--- config.mk ---
export PLATFORM = sky130hd
export DESIGN_NAME = int2fp_conv
export DESIGN_NICKNAME = d
export VERILOG_FILES = /design/src/rtl/int2fp_pkg.sv /design/src/rtl/int2fp_magnitude.sv /design/src/rtl/int2fp_lzc.sv /design/src/rtl/int2fp_normalize.sv /design/src/rtl/int2fp_round.sv /design/src/rtl/int2fp_conv.sv
export SDC_FILE = /design/constraint.sdc
export NUM_CORES = 1
export LEC_CHECK = 0
export BUFFER_PORTS_ARGS = -buffer_cell sky130_fd_sc_hd__buf_2
export CORE_MARGIN = 3
export CORE_UTILIZATION = 40
export CTS_BUF_LIST = sky130_fd_sc_hd__clkbuf_4 sky130_fd_sc_hd__clkbuf_8 sky130_fd_sc_hd__clkbuf_16
export DETAILED_ROUTE_END_ITERATION = 8
export GPL_ROUTABILITY_DRIVEN = 0
export MAX_ROUTING_LAYER = met4
export PLACE_DENSITY = 0.65
export SYNTH_ARGS = -nofsm -noshare
export SYNTH_HDL_FRONTEND = slang
export SYNTH_HIERARCHICAL = 1
export SYNTH_SLANG_ARGS = --single-unit
--- constraint.sdc ---
create_clock -name clk -period 9.9 [get_ports clk]
set_clock_uncertainty 0.15 [all_clocks]
set_input_delay 0 -clock clk [delete_from_list [all_inputs] [get_ports clk]]
set_output_delay 0 -clock clk [all_outputs]
set_load 0.05 [all_outputs]
--- src/rtl/int2fp_pkg.sv ---
package int2fp_pkg;
  localparam int SRC_W   = 64;
  localparam int HALF_W  = 32;
  localparam int SP_EXP  = 8;
  localparam int SP_FRAC = 23;
  localparam int SP_BIAS = 127;
  localparam int DP_EXP  = 11;
  localparam int DP_FRAC = 52;
  localparam int DP_BIAS = 1023;

  typedef enum logic [1:0] {
    RM_NEAR = 2'b00,
    RM_ZERO = 2'b01,
    RM_UP   = 2'b10,
    RM_DOWN = 2'b11
  } rnd_mode_e;
endpackage

--- src/rtl/int2fp_magnitude.sv ---
// Sign extraction and absolute value. A narrow source is placed in the
// upper half so the normalizer sees one layout for both widths.
module int2fp_magnitude #(
  parameter int W  = 64,
  parameter int HW = 32
) (
  input  logic [W-1:0] src,
  input  logic         wide,
  output logic         neg,
  output logic [W-1:0] mag
);
  logic [HW-1:0] lo_abs;
  logic [W-1:0]  wide_abs;

  always_comb begin
    lo_abs   = src[HW-1] ? (~src[HW-1:0] + 1'b1) : src[HW-1:0];
    wide_abs = src[W-1]  ? (~src + 1'b1) : src;
    if (wide) begin
      neg = src[W-1];
      mag = wide_abs;
    end else begin
      neg = src[HW-1];
      mag = {lo_abs, {(W-HW){1'b0}}};
    end
  end
endmodule

--- src/rtl/int2fp_lzc.sv ---
// Leading-zero count of one word; W when the word is zero.
module int2fp_lzc #(
  parameter int W  = 32,
  localparam int CW = $clog2(W) + 1
) (
  input  logic [W-1:0]  d,
  output logic [CW-1:0] cnt,
  output logic          all_zero
);
  always_comb begin
    cnt = CW'(W);
    for (int i = 0; i < W; i++)
      if (d[i]) cnt = CW'(W - 1 - i);
  end
  assign all_zero = ~|d;
endmodule

--- src/rtl/int2fp_normalize.sv ---
// Shared normalizer: search the upper half first, fall back to the
// lower half plus a half-word offset, then left-justify.
module int2fp_normalize #(
  parameter int W  = 64,
  parameter int HW = 32,
  localparam int LZW = $clog2(W) + 1,
  localparam int HCW = $clog2(HW) + 1
) (
  input  logic [W-1:0]   mag,
  output logic [W-1:0]   norm,
  output logic [LZW-1:0] lz,
  output logic           is_zero
);
  logic [HCW-1:0] cnt_hi, cnt_lo;
  logic           zero_hi, zero_lo;

  int2fp_lzc #(.W(HW)) u_lzc_hi (.d(mag[W-1:W-HW]), .cnt(cnt_hi), .all_zero(zero_hi));
  int2fp_lzc #(.W(HW)) u_lzc_lo (.d(mag[W-HW-1:0]), .cnt(cnt_lo), .all_zero(zero_lo));

  always_comb begin
    lz      = zero_hi ? (LZW'(HW) + LZW'(cnt_lo)) : LZW'(cnt_hi);
    norm    = mag << lz[LZW-2:0];
    is_zero = zero_hi & zero_lo;
  end
endmodule

--- src/rtl/int2fp_round.sv ---
// Pack and round for one destination format. frac_src holds the bits
// below the hidden one, most significant first.
module int2fp_round
  import int2fp_pkg::*;
#(
  parameter int EXP_W  = 8,
  parameter int FRAC_W = 23,
  parameter int BIAS   = 127,
  parameter int W      = 63,
  parameter int PW     = 7,
  localparam int GB    = W - 1 - FRAC_W
) (
  input  logic [W-1:0]          frac_src,
  input  logic [PW-1:0]         lead_pos,
  input  logic                  neg,
  input  logic [1:0]            mode,
  output logic [EXP_W+FRAC_W:0] packed_res,
  output logic                  inexact
);
  logic [FRAC_W-1:0]       frac;
  logic [EXP_W-1:0]        exp_b;
  logic                    guard, sticky, inc;
  logic [EXP_W+FRAC_W-1:0] field;

  always_comb begin
    frac    = frac_src[W-1 -: FRAC_W];
    guard   = frac_src[GB];
    sticky  = |frac_src[GB-1:0];
    inexact = guard | sticky;
    exp_b   = EXP_W'(BIAS) + EXP_W'(lead_pos);
    case (rnd_mode_e'(mode))
      RM_NEAR: inc = guard & (sticky | frac[0]);
      RM_ZERO: inc = 1'b0;
      RM_UP:   inc = inexact & ~neg;
      default: inc = inexact & neg;
    endcase
    field      = {exp_b, frac} + {{(EXP_W+FRAC_W-1){1'b0}}, inc};
    packed_res = {neg, field};
  end
endmodule

--- src/rtl/int2fp_conv.sv ---
module int2fp_conv
  import int2fp_pkg::*;
#(
  parameter int W  = SRC_W,
  parameter int HW = HALF_W,
  localparam int LZW = $clog2(W) + 1,
  localparam int SPW = 1 + SP_EXP + SP_FRAC,
  localparam int DPW = 1 + DP_EXP + DP_FRAC
) (
  input  logic         clk,
  input  logic         rst,
  input  logic         start,
  input  logic [W-1:0] src,
  input  logic         src_wide,
  input  logic         dst_dbl,
  input  logic [1:0]   rnd_mode,
  input  logic         trap_en,
  input  logic         flag_clr,
  output logic [W-1:0] result,
  output logic         done,
  output logic         inexact_exc,
  output logic         inexact_flag
);
  logic           neg;
  logic [W-1:0]   mag, norm;
  logic [LZW-1:0] lz, lead_pos;
  logic           is_zero;
  logic [SPW-1:0] sp_res;
  logic [DPW-1:0] dp_res;
  logic           sp_inx, dp_inx;
  logic [W-1:0]   res_c;
  logic           inx_c;

  int2fp_magnitude #(.W(W), .HW(HW)) u_mag (
    .src(src), .wide(src_wide), .neg(neg), .mag(mag));

  int2fp_normalize #(.W(W), .HW(HW)) u_norm (
    .mag(mag), .norm(norm), .lz(lz), .is_zero(is_zero));

  assign lead_pos = (src_wide ? LZW'(W - 1) : LZW'(HW - 1)) - lz;

  int2fp_round #(.EXP_W(SP_EXP), .FRAC_W(SP_FRAC), .BIAS(SP_BIAS), .W(W-1), .PW(LZW)) u_rnd_sp (
    .frac_src(norm[W-2:0]), .lead_pos(lead_pos), .neg(neg), .mode(rnd_mode),
    .packed_res(sp_res), .inexact(sp_inx));

  int2fp_round #(.EXP_W(DP_EXP), .FRAC_W(DP_FRAC), .BIAS(DP_BIAS), .W(W-1), .PW(LZW)) u_rnd_dp (
    .frac_src(norm[W-2:0]), .lead_pos(lead_pos), .neg(neg), .mode(rnd_mode),
    .packed_res(dp_res), .inexact(dp_inx));

  always_comb begin
    if (is_zero) begin
      res_c = '0;
      inx_c = 1'b0;
    end else if (dst_dbl) begin
      res_c = W'(dp_res);
      inx_c = dp_inx;
    end else begin
      res_c = W'(sp_res);
      inx_c = sp_inx;
    end
  end

  always_ff @(posedge clk) begin
    if (rst) begin
      result       <= '0;
      done         <= 1'b0;
      inexact_exc  <= 1'b0;
      inexact_flag <= 1'b0;
    end else begin
      done        <= start;
      inexact_exc <= start & inx_c & trap_en;
      if (start) result <= res_c;
      if (start & inx_c & ~trap_en) inexact_flag <= 1'b1;
      else if (flag_clr)            inexact_flag <= 1'b0;
    end
  end

  // Port-level views used by the checks below
  logic zero_in, sign_in;
  assign zero_in = src_wide ? (src == '0) : (src[HW-1:0] == '0);
  assign sign_in = src_wide ? src[W-1] : src[HW-1];

  assert_zero_R1: assert property (@(posedge clk) disable iff (rst)
    start && zero_in |=> (result == '0) && !inexact_exc);

  assert_sign_R2: assert property (@(posedge clk) disable iff (rst)
    start && !zero_in |=> (($past(dst_dbl) ? result[W-1] : result[SPW-1]) == $past(sign_in)));

  assert_norm_R3: assert property (@(posedge clk) disable iff (rst)
    start && !zero_in |-> norm[W-1]);

  assert_narrow_R3: assert property (@(posedge clk) disable iff (rst)
    start && !dst_dbl |=> (result[W-1:SPW] == '0));

  assert_exc_R8: assert property (@(posedge clk) disable iff (rst)
    inexact_exc |-> done && $past(trap_en));

  assert_trap_noflag_R8: assert property (@(posedge clk) disable iff (rst)
    start && trap_en && !inexact_flag |=> !inexact_flag);

  assert_sticky_R9: assert property (@(posedge clk) disable iff (rst)
    inexact_flag && !flag_clr |=> inexact_flag);

  assert_exact_R10: assert property (@(posedge clk) disable iff (rst)
    start && !src_wide && dst_dbl |=> !inexact_exc);

  assert_hold_R11: assert property (@(posedge clk) disable iff (rst)
    !start |=> $stable(result) && !done);
endmodule

======== Word-level counts from Yosys, hierarchy flattened ========
Index checks and enable logic that the tools add are counted.
word-level totals
  register bits ........................... 67
  input port bits ......................... 73
  output and inout bits ................... 67
  word-level logic and storage cells ...... 119
cells by class
  $add $sub $neg .......................... 8
  eq/ne operators ......................... 2
  shift operators ......................... 1
  mux-type cells .......................... 78
  bitwise gates (word level) .............. 18
  reduce and logical (&&, ||, !) cells .... 8
operator list
  cell                   number
  $mux 6                 65
  $mux 64                4
  $add 64x1->64 const B  1
  $not 64->64            1
  $reduce_or 32->1       2
  $shl 64x6->63          1
  $add 63x1->63          1
  $reduce_or 39->1       1
  $add 32x1->32 const B  1
  $mux 32                1
  $not 32->32            1
  $add 31x1->31          1
  $add 10x7->11 const A  1
  $and 1x1->1            10
  $reduce_or 10->1       1
  $add 7x7->8 const A    1
  $add 6x6->7 const A    1
  $mux 7                 1
  $sub 6x7->7            1
  $pmux 1 s3             2
  $mux 1                 5
  $or 1x1->1             4
  $eq 2x1->1 const B     1
  $eq 2x2->1 const B     1
  other kinds (4)        6

======== Depth between registers and ports, before layout ========
Gate-level depths: netlist of the first run.
  word-level depth ........................ 46
  gate-level depth with buffers ........... 37
  mapped depth without buffers ............ 34

======== Modules after synthesis ========
Netlist of the first run, hierarchy kept.
modules (own cells, without submodules)
  module                    times used  cells each  area an instance (um^2)  sequential area each (um^2)
  int2fp_normalize          1           491         4091.4                   0.0
  int2fp_conv               1           198         2667.6                   1341.3
  int2fp_magnitude          1           387         2570.0                   0.0
  int2fp_round at u_rnd_dp  1           233         1532.7                   0.0
  int2fp_round at u_rnd_sp  1           125         880.8                    0.0
  int2fp_lzc                2           66          394.1                    0.0

======== Worst setup path after synthesis of the first run ========
OpenSTA, ideal clock, no wires.
  path type ............................... input to register
  start point ............................. input src[7]
  end point ............................... register result[51]
  library setup time ...................... 0.117 ns
  data arrival time ....................... 7.063 ns
  data required time ...................... 9.633 ns
  setup slack ............................. 2.570 ns
  stages on the path ...................... 27
  buffers on the path ..................... 5
  cell sequence ........................... clkbuf_2 or4_1 or4_1 or3_4 o41ai_1 xor2_1 a21oi_1 or4_4 nor4_1 buf_4 mux2i_4 inv_2 buf_6 buf_4 mux4_2 mux2i_1 a222oi_1 nand2_1 o21ai_0 and3_1 nand4_1 nor3_1 and3_1 clkbuf_2 nand4_1 xnor2_1 a22o_1
between the ends
  elaborated cells between the ends (all ways) .. 82
  classes of those cells .................. 4 x add/sub; 1 x shift; 64 x mux; 8 x bitwise; 5 x reduce/logical
RTL lines
  item                                            line                                            source
  from (decl)                                     int2fp_conv.sv:13                               input logic [W-1:0] src,
  $not 64->64 or $not 32->32 (tied branches)      int2fp_magnitude.sv:17, int2fp_magnitude.sv:16
  $add 64x1->64 or $add 32x1->32 (tied branches)  int2fp_magnitude.sv:17, int2fp_magnitude.sv:16
  $mux 64 or $mux 32 (tied branches)              int2fp_magnitude.sv:17, int2fp_magnitude.sv:16
  $mux 64 *                                       int2fp_magnitude.sv:18                          if (wide) begin
  net mag[41]                                     int2fp_conv.sv:25                               logic [W-1:0] mag, norm;
  $reduce_or 32->1 *                              int2fp_lzc.sv:15                                assign all_zero = ~|d;
  $logic_not 1->1 *                               int2fp_lzc.sv:15
  net u_norm.zero_hi                              int2fp_normalize.sv:15                          logic zero_hi, zero_lo;
  $and 1x1->1 *                                   int2fp_normalize.sv:23                          is_zero = zero_hi & zero_lo;
  $mux 64 *                                       int2fp_conv.sv:51                               if (is_zero) begin
  to (signal assigned)                            int2fp_conv.sv:72                               if (start) result <= res_c;
  to (decl)                                       int2fp_conv.sv:19                               output logic [W-1:0] result,
The timed path passes the listed nets; every way through them passes the cells marked *.
A chain may end at the register's enable or synchronous reset.

======== Worst setup path after layout of the first run ========
  start point ............................. input src[26]
  end point ............................... register result[30]
between the ends
  elaborated cells between the ends (all ways) .. 73
  classes of those cells .................. 7 x add/sub; 1 x shift; 46 x mux; 13 x bitwise; 6 x reduce/logical
RTL lines
  item                line                    source
  $not 64->64         int2fp_magnitude.sv:17  wide_abs = src[W-1] ? (~src + 1'b1) : src;
  $add 64x1->64       int2fp_magnitude.sv:17
  $mux 64             int2fp_magnitude.sv:17
  $mux 64             int2fp_magnitude.sv:18
  net mag[54]         int2fp_conv.sv:25
  $reduce_or 32->1    int2fp_lzc.sv:15
  $logic_not 1->1     int2fp_lzc.sv:15
  net u_norm.zero_hi  int2fp_normalize.sv:15
  $and 1x1->1         int2fp_normalize.sv:23
  $mux 64             int2fp_conv.sv:51
The timed path passes the listed nets, and every way through them passes these cells.

==> results.tsv, run 1 <==
stage	metric	value	unit
status	status	finished, final reports clean	
die	die-area	33400	um^2
drt	vias_per_cell	6.53	
finish	regArea	1340	um^2
synth	ys_warn_count	6	
clocking	root_buffer	clkbuf_16	
synth	avgSynthCellArea	8.00	um^2
power	seqPwrFrac	15.5	%
clocking	cts_resized	0	
placed_design	io_buffers	139	
finish	final_common_cell	nand2_1	
synth	syn-num-nets	1646	
clocking	clockBufferDepth	2	
timing	fmaxAchievable	114	MHz
timing	setup_viol	0	
timing	worst_pin_slew	1.17	ns
power	power_frac_clock	17.1	%
global_routing	grt_pass1_wl	69.6	mm
finish	multi_input_area	10500	um^2
timing	hold_viol_final	0	
finish	instances_no_fill	2041	
die	die_h	183	um
critical_path	worstSetupEndpointType	flop	
critical_path	worstReg2RegStart	inexact_flag	
synth	syn_area	12500	um^2
placed_design	dp_hpwl	34.7	mm
finish	synthToLayoutAreaGrowth	9.99	%
timing	finalMaxSlewViolations	0	
global_routing	grt_pass1_vias	12400	
power	p_sw	1050	uW
critical_path	reg2reg_slack	8.57	ns
critical_path	critPathTopFamily	simple AND/OR/NAND/NOR gates	
power	combPwrFrac	67.4	%
power	leakagePower	0.00540	uW
flow_run	cap_viol_max_count	0	
global_routing	grt_usage	26.3	%
drt	drc	0	
timing	rsz0062_at_grt	false	
clocking	clk_pin_slew_worst_paths	0.06	ns
timing	setup_slack	1.10	ns
power	p_total	2070	uW
timing	tns	0	ns
timing	fin_crit_sh	88.8	%
global_routing	grt_overflow	0	
critical_path	crit_arrival	8.90	ns
clocking	clk-insertion-delay-late	0.32	ns
critical_path	cp_slowest_cell	or4_1	
critical_path	start_kind	input pin	
power	vdd_drop_max	85.7	uV
finish	n_antenna_cell	0	
critical_path	ff2ff_path_depth	3	
finish	finalNetCount	1725	
critical_path	critPathLaunch	src[26]	
finish	fin_area	13700	um^2
timing	post-route-min-period	8.80	ns
min_path	min_path_type	input pin to flop	
power	power_density	151	nW/um^2
placed_design	dp_slack	1.01	ns
finish	drive_gt1_share	21.3	%
placed_design	place_area	13400	um^2
critical_path	crit_buf_inv	3	
clocking	cts_tree	built	
drt	wl_per_cell	22.2	um
critical_path	r2r-end	inexact_flag	
critical_path	critical_path.max_fanout	33	
critical_path	worstSetupEndpoint	result[30]	
critical_path	worst_path_most_repeated_cell	mux2i_1	
die	num_rows	64	
global_routing	antenna_found_initial	0	
clocking	htree_levels	3	
drt	via_count	13300	
die	initial_core_util	40.7	%
die	die_w	183	um
critical_path	cp.depth	33	
drt	wirelength	45.3	mm
finish	fillers	3033	
die	ios	140	
drt	dr.pass1.iters	7	
finish	final_cell_mix	nand2_1 (164), buf_2 (139), nor2_1 (118)	
power	p_int	1030	uW
critical_path	crit_path_max_incr_delay	0.77	ns
critical_path	cp_data_required_time	10.01	ns
timing	max_slew_margin	22.3	%
synth	postSynthCellCount	1561	
drt	antenna_left	0	
clocking	cts_buffers	9	
global_routing	grt_max_degree	65	
critical_path	path_class	input pin to flop	
die	coreArea	30700	um^2
placed_design	place_inst	2021	
clocking	cts_sinks	67	
power	sw_frac_of_total	50.5	%
drt	drtIter0Drc	1999	
-- per-layer routing --
| metal | routed length, um | up-vias | GRT usage, % |
|---|---|---|---|
| met5 | 0 | - | - |
| met3 | 5130 | 121 | 3.27 |
| met4 | 1640 | 0 | 9.14 |
| met1 | 18600 | 6261 | 35.8 |
| met2 | 19900 | 886 | 40.4 |
| li1 | - | 6055 | - |
-- power by group through the flow --
stage	clock network (uW)	logic, uW	registers, uW
after global placement	0	1340	326
final	354	1400	322
after CTS	361	1350	321
after detailed placement	0	1350	326
after floorplan	0	887	427
after global routing	370	1470	324
-- registers in the layout, indices dropped and copies added (netlist names) --
signal	cells
result	64
inexact_exc	1
inexact_flag	1
done	1
-- through the flow --
stage | hold WS [ns] | util [%]
after CTS | 0.293 | 44.8
final | 0.313 | 44.8
after detailed placement | 0.0929 | 43.6
after floorplan | -0.0784 | -
after global placement | 0.0850 | 43.6
after global routing | 0.331 | 44.8
-- what timing repair did --
| item | CTS | global route |
|---|---|---|
| buffers inserted | 0 | 0 |
| endpoints found under the hold margin | 3 | 0 |
| setup endpoints to repair | 0 | 0 |
| hold buffers | 4 | 0 |
-- area by class of cell --
type                    instances  area share, %
repair buffers                171           6.89
flip-flops and latches         67           9.77
clock inverters                 4          0.528
clock buffers                  12           1.90
inverters                      38           1.04
multi-input cells            1353           76.3
well taps                     396           3.61
-- how the worst min path moves through the flow --
stage | startpoint | end | slack (ns) | cells past startpoint
2_1_floorplan | rst | done | -0.08 | 1
3_3_place_gp | trap_en | inexact_flag | 0.08 | 2
3_5_place_dp | trap_en | inexact_flag | 0.09 | 2
4_1_cts | rnd_mode[1] | result[0] | 0.29 | 6
5_1_grt | result[31] | result[31] | 0.33 | 1
6_report | rnd_mode[1] | result[0] | 0.31 | 6
-- worst min-delay path, stage by stage --
cell	delay [ns]
buf_2	0.14
a21oi_1	0.07
nor3_1	0.14
ha_1	0.14
mux2i_1	0.11
o2bb2ai_1	0.15
(Power assumes the default switching activity.)
==> run 2: changes to the inputs <==
--- a/config.mk
+++ b/config.mk
@@ -7,12 +7,12 @@
 export LEC_CHECK = 0
 export BUFFER_PORTS_ARGS = -buffer_cell sky130_fd_sc_hd__buf_2
 export CORE_MARGIN = 3
-export CORE_UTILIZATION = 40
+export CORE_UTILIZATION = 30
 export CTS_BUF_LIST = sky130_fd_sc_hd__clkbuf_4 sky130_fd_sc_hd__clkbuf_8 sky130_fd_sc_hd__clkbuf_16
 export DETAILED_ROUTE_END_ITERATION = 8
 export GPL_ROUTABILITY_DRIVEN = 0
 export MAX_ROUTING_LAYER = met4
-export PLACE_DENSITY = 0.65
+export PLACE_DENSITY = 0.53
 export SYNTH_ARGS = -nofsm -noshare
 export SYNTH_HDL_FRONTEND = slang
 export SYNTH_HIERARCHICAL = 1
==> run 2 against run 1 <==
Against the previous run:
- sequential power is essentially flat
- final cell count grew 7.2%
- design area grew 1.4%
- sequential share of layout area shrank 0.14 points
- global-route usage shrank 4.6 points
- sequential cell count is the same
- largest cell class unchanged
- clock power shrank 17%
- die area grew 32%
==> results.tsv, run 2 (synthesized netlist as in run 1, its figures left out) <==
stage	metric	value	unit	change
global_routing	grt_pass1_vias	12500		was 12400
global_routing	grt_overflow	0		unchanged
die	ios	140		unchanged
clocking	htree_levels	3		unchanged
timing	fmaxAchievable	112	MHz	was 114 MHz
finish	finalNetCount	1735		was 1725
clocking	cts_tree	built		unchanged
clocking	cts_buffers	9		unchanged
finish	final_cell_mix	nand2_1 (164), buf_2 (139), nor2_1 (118)		unchanged
timing	fin_crit_sh	90.5	%	was 88.8%
clocking	cts_sinks	67		unchanged
finish	drive_gt1_share	21.8	%	was 21.3%
critical_path	r2r-end	inexact_flag		unchanged
min_path	worst_hold_path.num_cells	6		unchanged
clocking	clk_pin_slew_worst_paths	0.06	ns	about the same
drt	drtIter0Drc	1439		was 1999
clocking	clockBufferDepth	2		unchanged
flow_run	cap_viol_max_count	0		unchanged
critical_path	cp_data_required_time	9.96	ns	was 10.01 ns
clocking	cts_resized	0		unchanged
critical_path	ff2ff_path_depth	3		unchanged
timing	setup_viol	0		unchanged
drt	dr.pass1.iters	6		was 7
clocking	cts_setup_buffers	0		unchanged
placed_design	io_buffers	139		unchanged
die	coreArea	40900	um^2	was 30700 um^2
critical_path	cp_slowest_cell	or4_1		unchanged
critical_path	start_kind	input pin		unchanged
die	die_h	210	um	was 183 um
critical_path	crit_path_max_incr_delay	0.79	ns	was 0.77 ns
critical_path	crit_arrival	9.02	ns	was 8.90 ns
finish	final_common_cell	nand2_1		unchanged
finish	regArea	1340	um^2	unchanged
finish	fillers	4347		was 3033
clocking	clk-insertion-delay-late	0.33	ns	was 0.32 ns
power	power_density	146	nW/um^2	was 151 nW/um^2
global_routing	antenna_found_initial	0		unchanged
placed_design	place_inst	2166		was 2021
finish	n_antenna_cell	0		unchanged
timing	finalMaxSlewViolations	0		unchanged
die	num_rows	74		was 64
timing	post-route-min-period	8.96	ns	was 8.80 ns
finish	final_util	34.0	%	was 44.8%
finish	synthToLayoutAreaGrowth	11.6	%	was 9.99%
drt	wirelength	48.4	mm	was 45.3 mm
critical_path	worstSetupEndpointType	flop		unchanged
min_path	holdPathEnd	result[0]		unchanged
global_routing	grt_usage	21.6	%	was 26.3%
critical_path	reg2reg_slack	8.61	ns	was 8.57 ns
drt	drc	0		unchanged
min_path	min_path_type	input pin to flop		unchanged
status	status	finished, final reports clean		unchanged
finish	top_register	result		unchanged
min_path	hp-start	rnd_mode[1]		unchanged
finish	largest_register_ffs	64		unchanged
placed_design	dp_hpwl	37.4	mm	was 34.7 mm
timing	worst_pin_slew	1.20	ns	was 1.17 ns
timing	max_slew_margin	20.0	%	was 22.3%
critical_path	path_class	input pin to flop		unchanged
drt	wl_per_cell	22.1	um	was 22.2 um
power	vdd_drop_max	99.5	uV	was 85.7 uV
finish	multi_input_area	10500	um^2	unchanged
die	die-area	44100	um^2	was 33400 um^2
power	p_total	2040	uW	was 2070 uW
critical_path	worstReg2RegStart	inexact_flag		unchanged
critical_path	critical_path.max_fanout	37		was 33
global_routing	grt_pass1_wl	74.9	mm	was 69.6 mm
drt	antenna_left	0		unchanged
die	initial_core_util	30.5	%	was 40.7%
clocking	root_buffer	clkbuf_16		unchanged
drt	vias_per_cell	6.06		was 6.53
timing	hold_viol_final	0		unchanged
power	leakagePower	0.00543	uW	was 0.00540 uW
die	die_w	210	um	was 183 um
timing	rsz0062_at_grt	false		unchanged
finish	instances_no_fill	2187		was 2041
global_routing	grt_max_degree	65		unchanged
timing	hold_slack	0.308	ns	was 0.313 ns
timing	tns	0	ns	unchanged
drt	via_count	13300		about the same
==> run 2: power by group <==
group	leakage, uW	switching (uW)	internal, uW
Combinational	0.00474	926	497
Sequential	0.000549	20.9	300
Clock	0.000132	120	174
Total	0.00543	1070	971
==> run 2: per-stage QoR <==
stage,setup slack (ns),cell area (um^2)
floorplan,2.60,12500
global placement,0.832,13600
detailed placement,0.825,13600
CTS,1.14,13900
global route,0.260,13900
finish,0.939,13900
==> run 2: worst max-delay path: cells and delay by family <==
| family | cells | cell delay [ns] |
|---|---|---|
| AO/OA/AOI/OAI | 5 | 1.24 |
| adder cells (fa/ha/maj) | 2 | 0.38 |
| XOR/XNOR | 2 | 0.38 |
| multiplexers | 4 | 1.29 |
| buffers and inverters | 4 | 1.14 |
| AND/OR/NAND/NOR | 17 | 4.56 |
==> run 2: metal layers <==
layer  global-route usage, %  vias to the layer above  wire length [um]
li1                        -                     6076                 -
met1                    30.4                     6394             21800
met2                    32.5                      703             21300
met3                    2.68                       90              3880
met4                    6.79                        0              1480
met5                       -                        -                 0
==> run 2: final cells by class <==
class | count | area share [%]
Inverter | 38 | 1.02
Timing Repair Buffer | 181 | 7.44
Clock buffer | 11 | 1.72
Tap cell | 532 | 4.78
Sequential cell | 67 | 9.63
Clock inverter | 5 | 0.216
Multi-Input combinational cell | 1353 | 75.2
==> run 2: repair_timing <==
item                                   CTS  global route
setup endpoints to repair                0             0
endpoints found under the hold margin    3             0
hold buffers                             5             0
==> run 2: worst max-delay path by stage <==
stage	start	end	slack, ns	cells past startpoint
finish	src[26]	result[16]	0.94	34
global route	src[1]	result[30]	0.26	35
floorplan	src[7]	result[51]	2.60	27
global placement	src[26]	result[19]	0.83	33
detailed placement	src[26]	result[16]	0.82	33
CTS	src[26]	result[16]	1.14	33
